[src/rtl/da_fir_pkg.sv]
package da_fir_pkg;
  typedef enum logic {ST_IDLE, ST_RUN} run_state_e;
endpackage

[src/rtl/da_fir_taps.sv]
module da_fir_taps #(
  parameter int NTAPS = 3,
  parameter int WIDTH = 4,
  localparam int BW = $clog2(WIDTH)
) (
  input  logic             clk_i,
  input  logic             rst_ni,
  input  logic             shift_i,
  input  logic [WIDTH-1:0] sample_i,
  input  logic [BW-1:0]    bit_sel_i,
  output logic [NTAPS-1:0] slice_o
);
  logic [WIDTH-1:0] line_q [NTAPS];

  always_ff @(posedge clk_i or negedge rst_ni) begin
    if (!rst_ni) begin
      for (int k = 0; k < NTAPS; k++) line_q[k] <= '0;
    end else if (shift_i) begin
      line_q[0] <= sample_i;
      for (int k = 1; k < NTAPS; k++) line_q[k] <= line_q[k-1];
    end
  end

  // same bit position from every tap forms the table address
  always_comb begin
    for (int k = 0; k < NTAPS; k++) slice_o[k] = line_q[k][bit_sel_i];
  end
endmodule

[src/rtl/da_fir_lut.sv]
module da_fir_lut #(
  parameter int GTAPS = 3,
  parameter int CW    = 4,
  parameter logic [GTAPS*CW-1:0] COEFS = '0,
  localparam int PSW = CW + $clog2(GTAPS) + 1
) (
  input  logic [GTAPS-1:0]      addr_i,
  output logic signed [PSW-1:0] psum_o
);
  localparam int NENT = 1 << GTAPS;

  function automatic logic signed [PSW-1:0] entry(input int a);
    logic signed [PSW-1:0] s;
    s = '0;
    for (int j = 0; j < GTAPS; j++)
      if (a[j]) s = s + PSW'($signed(COEFS[j*CW +: CW]));
    return s;
  endfunction

  logic signed [PSW-1:0] table_w [NENT];

  for (genvar a = 0; a < NENT; a++) begin : g_ent
    assign table_w[a] = entry(a);
  end

  assign psum_o = table_w[addr_i];
endmodule

[src/rtl/da_fir_acc.sv]
module da_fir_acc
  import da_fir_pkg::*;
#(
  parameter int WIDTH = 4,
  parameter int OW    = 11,
  parameter int PSW   = 6,
  localparam int BW = $clog2(WIDTH)
) (
  input  logic                 clk_i,
  input  logic                 rst_ni,
  input  logic                 start_i,
  input  logic signed [PSW-1:0] psum_i,
  output logic [BW-1:0]        bit_o,
  output logic                 busy_o,
  output logic                 done_o,
  output logic signed [OW-1:0] y_o
);
  run_state_e            state_q;
  logic [BW-1:0]         bit_q;
  logic signed [OW-1:0]  acc_q, y_q, term, acc_next;
  logic                  done_q, last;

  always_comb begin
    term     = OW'(psum_i) <<< bit_q;
    last     = (bit_q == BW'(WIDTH - 1));
    // sign position carries negative weight
    acc_next = last ? acc_q - term : acc_q + term;
  end

  always_ff @(posedge clk_i or negedge rst_ni) begin
    if (!rst_ni) begin
      state_q <= ST_IDLE;
      bit_q   <= '0;
      acc_q   <= '0;
      y_q     <= '0;
      done_q  <= 1'b0;
    end else begin
      done_q <= 1'b0;
      case (state_q)
        ST_IDLE: if (start_i) begin
          state_q <= ST_RUN;
          bit_q   <= '0;
          acc_q   <= '0;
        end
        default: begin
          acc_q <= acc_next;
          if (last) begin
            y_q     <= acc_next;
            done_q  <= 1'b1;
            state_q <= ST_IDLE;
          end else begin
            bit_q <= bit_q + 1'b1;
          end
        end
      endcase
    end
  end

  assign bit_o  = bit_q;
  assign busy_o = (state_q == ST_RUN);
  assign done_o = done_q;
  assign y_o    = y_q;
endmodule

[src/rtl/da_fir.sv]
module da_fir #(
  parameter int NTAPS = 3,
  parameter int WIDTH = 4,
  parameter int CW    = 4,
  parameter int NPART = 1,
  parameter logic [NTAPS*CW-1:0] COEFS = 12'h132,
  localparam int OW  = WIDTH + CW + $clog2(NTAPS) + 1
) (
  input  logic                 clk_i,
  input  logic                 rst_ni,
  input  logic                 in_valid_i,
  input  logic [WIDTH-1:0]     sample_i,
  output logic                 ready_o,
  output logic                 done_o,
  output logic signed [OW-1:0] y_o
);
  localparam int GT  = NTAPS / NPART;
  localparam int PSW = CW + $clog2(GT) + 1;
  localparam int PST = PSW + $clog2(NPART) + 1;
  localparam int BW  = $clog2(WIDTH);

  logic                  busy_w, start_w;
  logic [BW-1:0]         bit_w;
  logic [NTAPS-1:0]      slice_w;
  logic signed [PSW-1:0] part_w [NPART];
  logic signed [PST-1:0] psum_w;

  assign ready_o = !busy_w;
  assign start_w = in_valid_i && ready_o;

  da_fir_taps #(.NTAPS(NTAPS), .WIDTH(WIDTH)) u_taps (
    .clk_i     (clk_i),
    .rst_ni    (rst_ni),
    .shift_i   (start_w),
    .sample_i  (sample_i),
    .bit_sel_i (bit_w),
    .slice_o   (slice_w)
  );

  for (genvar p = 0; p < NPART; p++) begin : g_part
    da_fir_lut #(
      .GTAPS (GT),
      .CW    (CW),
      .COEFS (COEFS[p*GT*CW +: GT*CW])
    ) u_lut (
      .addr_i (slice_w[p*GT +: GT]),
      .psum_o (part_w[p])
    );
  end

  always_comb begin
    psum_w = '0;
    for (int p = 0; p < NPART; p++) psum_w = psum_w + PST'(part_w[p]);
  end

  da_fir_acc #(.WIDTH(WIDTH), .OW(OW), .PSW(PST)) u_acc (
    .clk_i   (clk_i),
    .rst_ni  (rst_ni),
    .start_i (start_w),
    .psum_i  (psum_w),
    .bit_o   (bit_w),
    .busy_o  (busy_w),
    .done_o  (done_o),
    .y_o     (y_o)
  );
endmodule

[config.mk]
export PLATFORM = sky130hd
export DESIGN_NAME = da_fir
export DESIGN_NICKNAME = d
export VERILOG_FILES = /design/src/rtl/da_fir_pkg.sv /design/src/rtl/da_fir_taps.sv /design/src/rtl/da_fir_lut.sv /design/src/rtl/da_fir_acc.sv /design/src/rtl/da_fir.sv
export SDC_FILE = /design/constraint.sdc
export NUM_CORES = 1
export LEC_CHECK = 0
export BUFFER_PORTS_ARGS = -buffer_cell sky130_fd_sc_hd__clkbuf_2
export CAP_MARGIN = 20
export CORE_ASPECT_RATIO = 1.75
export CORE_UTILIZATION = 43
export DETAILED_ROUTE_END_ITERATION = 7
export GPL_TIMING_DRIVEN = 0
export PLACE_DENSITY_LB_ADDON = 0.25
export SYNTH_ARGS = -nofsm -noshare
export SYNTH_HDL_FRONTEND = slang
export SYNTH_SLANG_ARGS = --single-unit
[constraint.sdc]
create_clock -name clk_i -period 5.2 [get_ports clk_i]
set_input_delay 0.52 -clock clk_i [delete_from_list [all_inputs] [get_ports clk_i]]
set_output_delay 0.52 -clock clk_i [all_outputs]
set_load 0.01 [all_outputs]
==> results of run 1 <==
-- layout by cell type (no fill, tap or decap), types with 3 or more instances in the layout --
master / n
mux2_2: 18
a211oi_1: 6
mux2i_1: 5
nor2b_1: 4
xnor2_1: 8
nand3_1: 3
clkbuf_8: 6
ha_1: 14
or3_1: 3
and2_1: 3
nand2_1: 21
a22o_1: 6
a21oi_1: 11
xor2_1: 9
inv_1: 12
nor2_1: 16
clkbuf_1: 6
clkbuf_2: 19
o21ai_0: 12
a21o_1: 3
dfrtp_1: 38
-- worst max path at each step --
stage,start,end,cells past startpoint
2_1_floorplan,u_acc.bit_o[0],u_acc.acc_q[10],21
3_3_place_gp,u_acc.bit_o[0],u_acc.acc_q[10],21
3_5_place_dp,u_acc.bit_o[0],u_acc.acc_q[7],19
4_1_cts,u_acc.bit_o[0],u_acc.acc_q[10],21
5_1_grt,u_acc.bit_o[0],u_acc.y_o[10],21
6_report,u_acc.bit_o[0],u_acc.acc_q[10],21
-- logic make-up after synthesis --
| logic type | share of synthesized area (%) |
|---|---|
| AND/OR/NAND/NOR | 11.7 |
| adder cells (fa/ha/maj) | 8.14 |
| buffers and inverters | 4.33 |
| XOR/XNOR | 6.21 |
| multiplexers | 14.1 |
| AO/OA/AOI/OAI | 15.9 |
| flip-flops | 39.6 |
-- area by class of cell --
cell class	instances	share of cell area [%]
Sequential cell	38	34.8
Inverter	13	1.79
Buffer	10	2.02
Timing Repair Buffer	19	3.48
Tap cell	74	3.39
Clock inverter	2	2.20
Multi-Input combinational cell	172	49.2
Clock buffer	6	3.03
-- stage by stage --
stage	cells	util [%]	hold slack, ns	worst slack, ns	area, um2
6_report	334	51.5	0.365	0.460	2730
3_5_place_dp	326	48.8	0.463	0.489	2590
2_1_floorplan	233	-	0.224	0.945	2400
3_3_place_gp	326	48.8	0.459	0.496	2590
5_1_grt	334	51.5	0.445	0.157	2730
4_1_cts	334	51.5	0.401	0.439	2730
-- per-layer routing --
layer  track usage [%]  vias to the layer above  wire [um]
met1              18.4                      851       1910
met3              3.85                        8         87
met4              6.96                        0         99
met2              35.9                       24       2680
li1                  -                      888          -
met5                 0                        -          0
-- flip-flops by register name, indices dropped and copies added, names as in the netlist --
| register | count |
|---|---|
| u_acc.acc_q | 11 |
| u_acc.bit_o | 2 |
| u_taps.line_q | 12 |
| u_acc.busy_o | 1 |
| u_acc.y_o | 11 |
| u_acc.done_o | 1 |
-- worst max-delay path, cell delays in order (launching register included) --
cell and delay (ns):
dfrtp_1 0.38, buf_6 0.15, mux4_2 0.52, buf_6 0.16, ha_1 0.32, mux2_4 0.31, nor2_1 0.09, a211oi_1 0.06
inv_1 0.08, ha_1 0.16, inv_1 0.05, a221oi_1 0.41, a21oi_1 0.16, xor2_1 0.18, ha_1 0.35, nand4_1 0.11
a211oi_1 0.06, a211o_1 0.30, a21o_1 0.19, a21oi_1 0.28, xnor2_1 0.12, a21o_1 0.19
==> flow_summary_export.csv, run 1 <==
group,metric,value,unit
status,status,"finished clean",
worst_setup_path,critPathLaunchType,"flop",
clock_network,cts_tree,"yes",
placed_design,portBuffers,19,
synth,synth_warnings,0,
grt,grt_overflow,0,
die,pin_count,20,
timing,hold_viol,0,
synth,yosys-top-cells-count,"dfrtp_1, nand2_1, mux2_2, nor2_1, ha_1",
timing,rsz0062_at_grt,"false",
worst_setup_path,critical_path_class,"reg -> reg",
synth,syn_inst,233,
layout,area_delta_synth_final,13.8,%
clock_network,clock-sinks,38,
timing,period_share,91.1,%
synth,yosysUniqueCellTypes,48,
route,drt_wl_total,4780,um
clock_network,post_cts_buffers,0,
synth,synth_area,2400,um2
clock_network,insertion_delay,0.29,ns
timing,min_period,4.74,ns
clock_network,cts_resized,0,
layout,drive_above_1_share,23.5,%
worst_setup_path,cp-end-kind,"flop",
layout,multi_input_area,1340,um2
placed_design,dp_hpwl,3710,um
timing,setup_viol,0,
synth,synth_area_leader_cell,"dfrtp_1",
route,drc,0,
min_path,hold_class,"in -> async",
synth,synth_nets,255,
synth,async_flop_share,100,%
clock_network,cts_hold_buffers,0,
worst_setup_path,worstPathMaxFanout,9,
layout,nets,281,
clock_network,cts.path.max_buffers,2,
die,die_h,101,um
synth,synth_most_common_cell,"dfrtp_1",
worst_setup_path,r2r_start,"u_acc.bit_o[0]",
timing,relSlewSlack,35.9,%
die,die_x,58.5,um
layout,fillers,504,
clock_network,clkTransAtPathRegs,0.08,ns
route,vias,1771,
worst_setup_path,crit_required,5.38,ns
route,firstDrtPassIters,4,
die,start_util,45.3,%
route,antenna_left,0,
worst_setup_path,cp_data_arrival_time,4.92,ns
timing,worst_slew_pin_slew,0.961,ns
timing,skew,0.0140,ns
die,fp-row-count,35,
timing,fin_setup_tns,0,ns
synth,synth_top_cells_by_area,"dfrtp_1, mux2_2, ha_1",
clock_network,h-tree-depth,2,
synth,synth_top_area_share,39.6,%
placed_design,gp_congestion,0.862,
synth,synth_edf_count,0,
grt,antenna_found_initial,0,
grt,grt_pass1_vias,1756,
worst_setup_path,r2r_setup_slack,0.46,ns
synth,ys_seq_elements,38,
die,coreArea,5300,um2
layout,seq_area,951,um2
clock_network,cts_inserted_buffers,5,
synth,syn_avg_cell_area,10.3,um2
route,drtIter0Drc,30,
die,die_area,5890,um2
grt,grt_pass1_wl,8120,um
route,wl_per_cell,14.3,um
timing,fmax,211,MHz
worst_setup_path,r2r_cells,21,
grt,track_usage,18.5,%
clock_network,cts_root_buf,"clkbuf_8",
synth,ys.flop_type,"dfrtp_1",
route,viasPerCell,5.30,
grt,grt_max_degree,39,
timing,drv_slew,0,
flow_run,maxCapViolCount,0,
layout,diodes,0,
worst_setup_path,reg2reg_to,"u_acc.acc_q[10]",
synth,ys_seq_area_share,39.6,%
Power of run 1 is left out: the tool's default activity adds up to more than one toggle a clock period on the data nets, which glitch-free logic cannot reach.
==> run 2: changes to the inputs <==
--- a/config.mk
+++ b/config.mk
@@ -7,8 +7,10 @@
 export LEC_CHECK = 0
 export BUFFER_PORTS_ARGS = -buffer_cell sky130_fd_sc_hd__clkbuf_2
 export CAP_MARGIN = 20
+export CELL_PAD_IN_SITES_DETAIL_PLACEMENT = 2
+export CELL_PAD_IN_SITES_GLOBAL_PLACEMENT = 2
 export CORE_ASPECT_RATIO = 1.75
-export CORE_UTILIZATION = 43
+export CORE_UTILIZATION = 39
 export DETAILED_ROUTE_END_ITERATION = 7
 export GPL_TIMING_DRIVEN = 0
 export PLACE_DENSITY_LB_ADDON = 0.25
==> run 2 against run 1 <==
  * Worst hold slack got worse by 0.0059 ns
  * Utilization down 6.1 points
  * Critical endpoint is now u_acc.acc_q[9]
  * Sequential share of layout area up 0.52 points
  * Non-clock buffer count unchanged
==> flow_summary_export.csv, run 2 (same netlist as run 1, synthesis figures left out) <==
group,metric,value,unit
status,status,"finished clean",
route,viasPerCell,5.49,
die,die_area,6480,um2
placed_design,gp_congestion,0.898,
die,die_x,61.3,um
clock_network,cts_tree,"yes",
worst_setup_path,critical_path_class,"reg -> reg",
clock_network,cts.path.max_buffers,2,
timing,worst_slew_pin_slew,0.973,ns
placed_design,dp_hpwl,4840,um
layout,fin_area,2690,um2
layout,nets,281,
route,firstDrtPassIters,4,
timing,skew,0.00721,ns
layout,diodes,0,
worst_setup_path,r2r_cells,19,
placed_design,portBuffers,19,
worst_setup_path,worstPathMaxFanout,9,
route,vias,1854,
route,antenna_left,0,
timing,drv_slew,0,
worst_setup_path,cp_data_arrival_time,5.04,ns
clock_network,clkTransAtPathRegs,0.08,ns
worst_setup_path,critPathMaxStageDelay,0.37,ns
layout,mostFrequentLayoutCell,"dfrtp_1",
placed_design,place_area,2590,um2
route,drt_wl_total,6080,um
worst_setup_path,cpMaxStageDelayCell,"mux4_2",
die,pin_count,20,
timing,setup_viol,0,
clock_network,h-tree-depth,2,
route,drtIter0Drc,64,
grt,grt_max_degree,39,
flow_run,maxCapViolCount,0,
layout,drive_above_1_share,23.5,%
clock_network,clock-sinks,38,
route,wl_per_cell,18.0,um
min_path,hold_class,"in -> async",
worst_setup_path,reg2reg_to,"u_acc.acc_q[9]",
route,drc,0,
timing,rsz0062_at_grt,"false",
worst_setup_path,crit_top_cell,"ha_1",
worst_setup_path,cp-startpoint,"u_acc.bit_o[1]",
die,start_util,40.5,%
die,coreArea,5930,um2
layout,regMostFlops,"u_taps.line_q",
die,fp-row-count,37,
clock_network,insertion_delay,0.31,ns
timing,period_share,93.2,%
worst_setup_path,crit_required,5.39,ns
timing,min_period,4.85,ns
clock_network,cts_root_buf,"clkbuf_8",
die,die_h,106,um
worst_setup_path,critPathLaunchType,"flop",
worst_setup_path,r2r_setup_slack,0.35,ns
clock_network,cts_inserted_buffers,5,
grt,antenna_found_initial,0,
clock_network,post_cts_buffers,0,
layout,most-common-layout-cells,"dfrtp_1, nand2_1, clkbuf_2",
timing,relSlewSlack,35.1,%
grt,grt_pass1_wl,10400,um
worst_setup_path,r2r_start,"u_acc.bit_o[1]",
worst_setup_path,crit_path_cell_trace,"clkbuf_1 > mux4_2 > buf_6 > ha_1 > mux2_4 > nor2_1 > a211oi_1 > inv_1 > ha_1 > mux2_2 > inv_1 > ha_1 > nor2b_1 > o21ai_0 > a21boi_0 > o21ai_0 > a21oi_1 > or3_1 > a32o_1",
timing,hold_viol,0,
grt,grt_overflow,0,
layout,largest_register_ff_count,12,
worst_setup_path,cp-end-kind,"flop",
timing,fin_setup_tns,0,ns
grt,grt_pass1_vias,2069,
grt,track_usage,22.1,%
timing,fmax,206,MHz
layout,area_delta_synth_final,12.1,%
[run 2: cell type report]
class,count,area [um2]
multi-input combinational,172,1350
timing repair buffer,19,95.1
buffer,10,55.1
tap,78,97.6
fill,680,3240
clock inverter,1,5.00
sequential,38,951
inverter,13,48.8
clock buffer,7,86.3
[run 2: worst max path at each step]
stage	end	slack, ns	cells past startpoint
floorplan	u_acc.acc_q[10]	0.95	21
global placement	u_acc.acc_q[10]	0.35	21
detailed placement	u_acc.acc_q[10]	0.25	21
CTS	u_acc.acc_q[10]	0.18	21
global route	u_acc.acc_q[7]	0.01	19
finish	u_acc.acc_q[9]	0.35	19
[run 2: timing repair]
item | in CTS | in global routing
hold buffers | 0 | 0
endpoints found under the setup margin | 0 | 1
gates resized for setup | 0 | 1
[run 2: worst max-delay path, delay by kind of cell (launching register included)]
family	cells	cell delay, ns
compound gates	6	1.50
buf+inv	4	0.63
simple gates	3	0.52
mux	3	0.86
fa+ha+maj	3	0.86
flops	1	0.35
[run 2: through the flow]
step / setup WS (ns) / hold WS, ns / utilization (%) / cells
finish: 0.353 / 0.359 / 45.4 / 338
global route: 0.0144 / 0.428 / 45.4 / 338
CTS: 0.177 / 0.381 / 45.3 / 338
detailed placement: 0.251 / 0.474 / 43.7 / 330
global placement: 0.349 / 0.457 / 43.7 / 330
floorplan: 0.945 / 0.224 / - / 233
[run 2: per-layer routing]
metal | GRT usage [%] | wire, um | part of all wire (%)
met4 | 8.44 | 135 | 2.2
met3 | 5.15 | 143 | 2.4
met5 | 0 | 0 | 0
met1 | 21.8 | 2140 | 35
met2 | 41.5 | 3660 | 60
Power of run 2 is left out for the same reason.
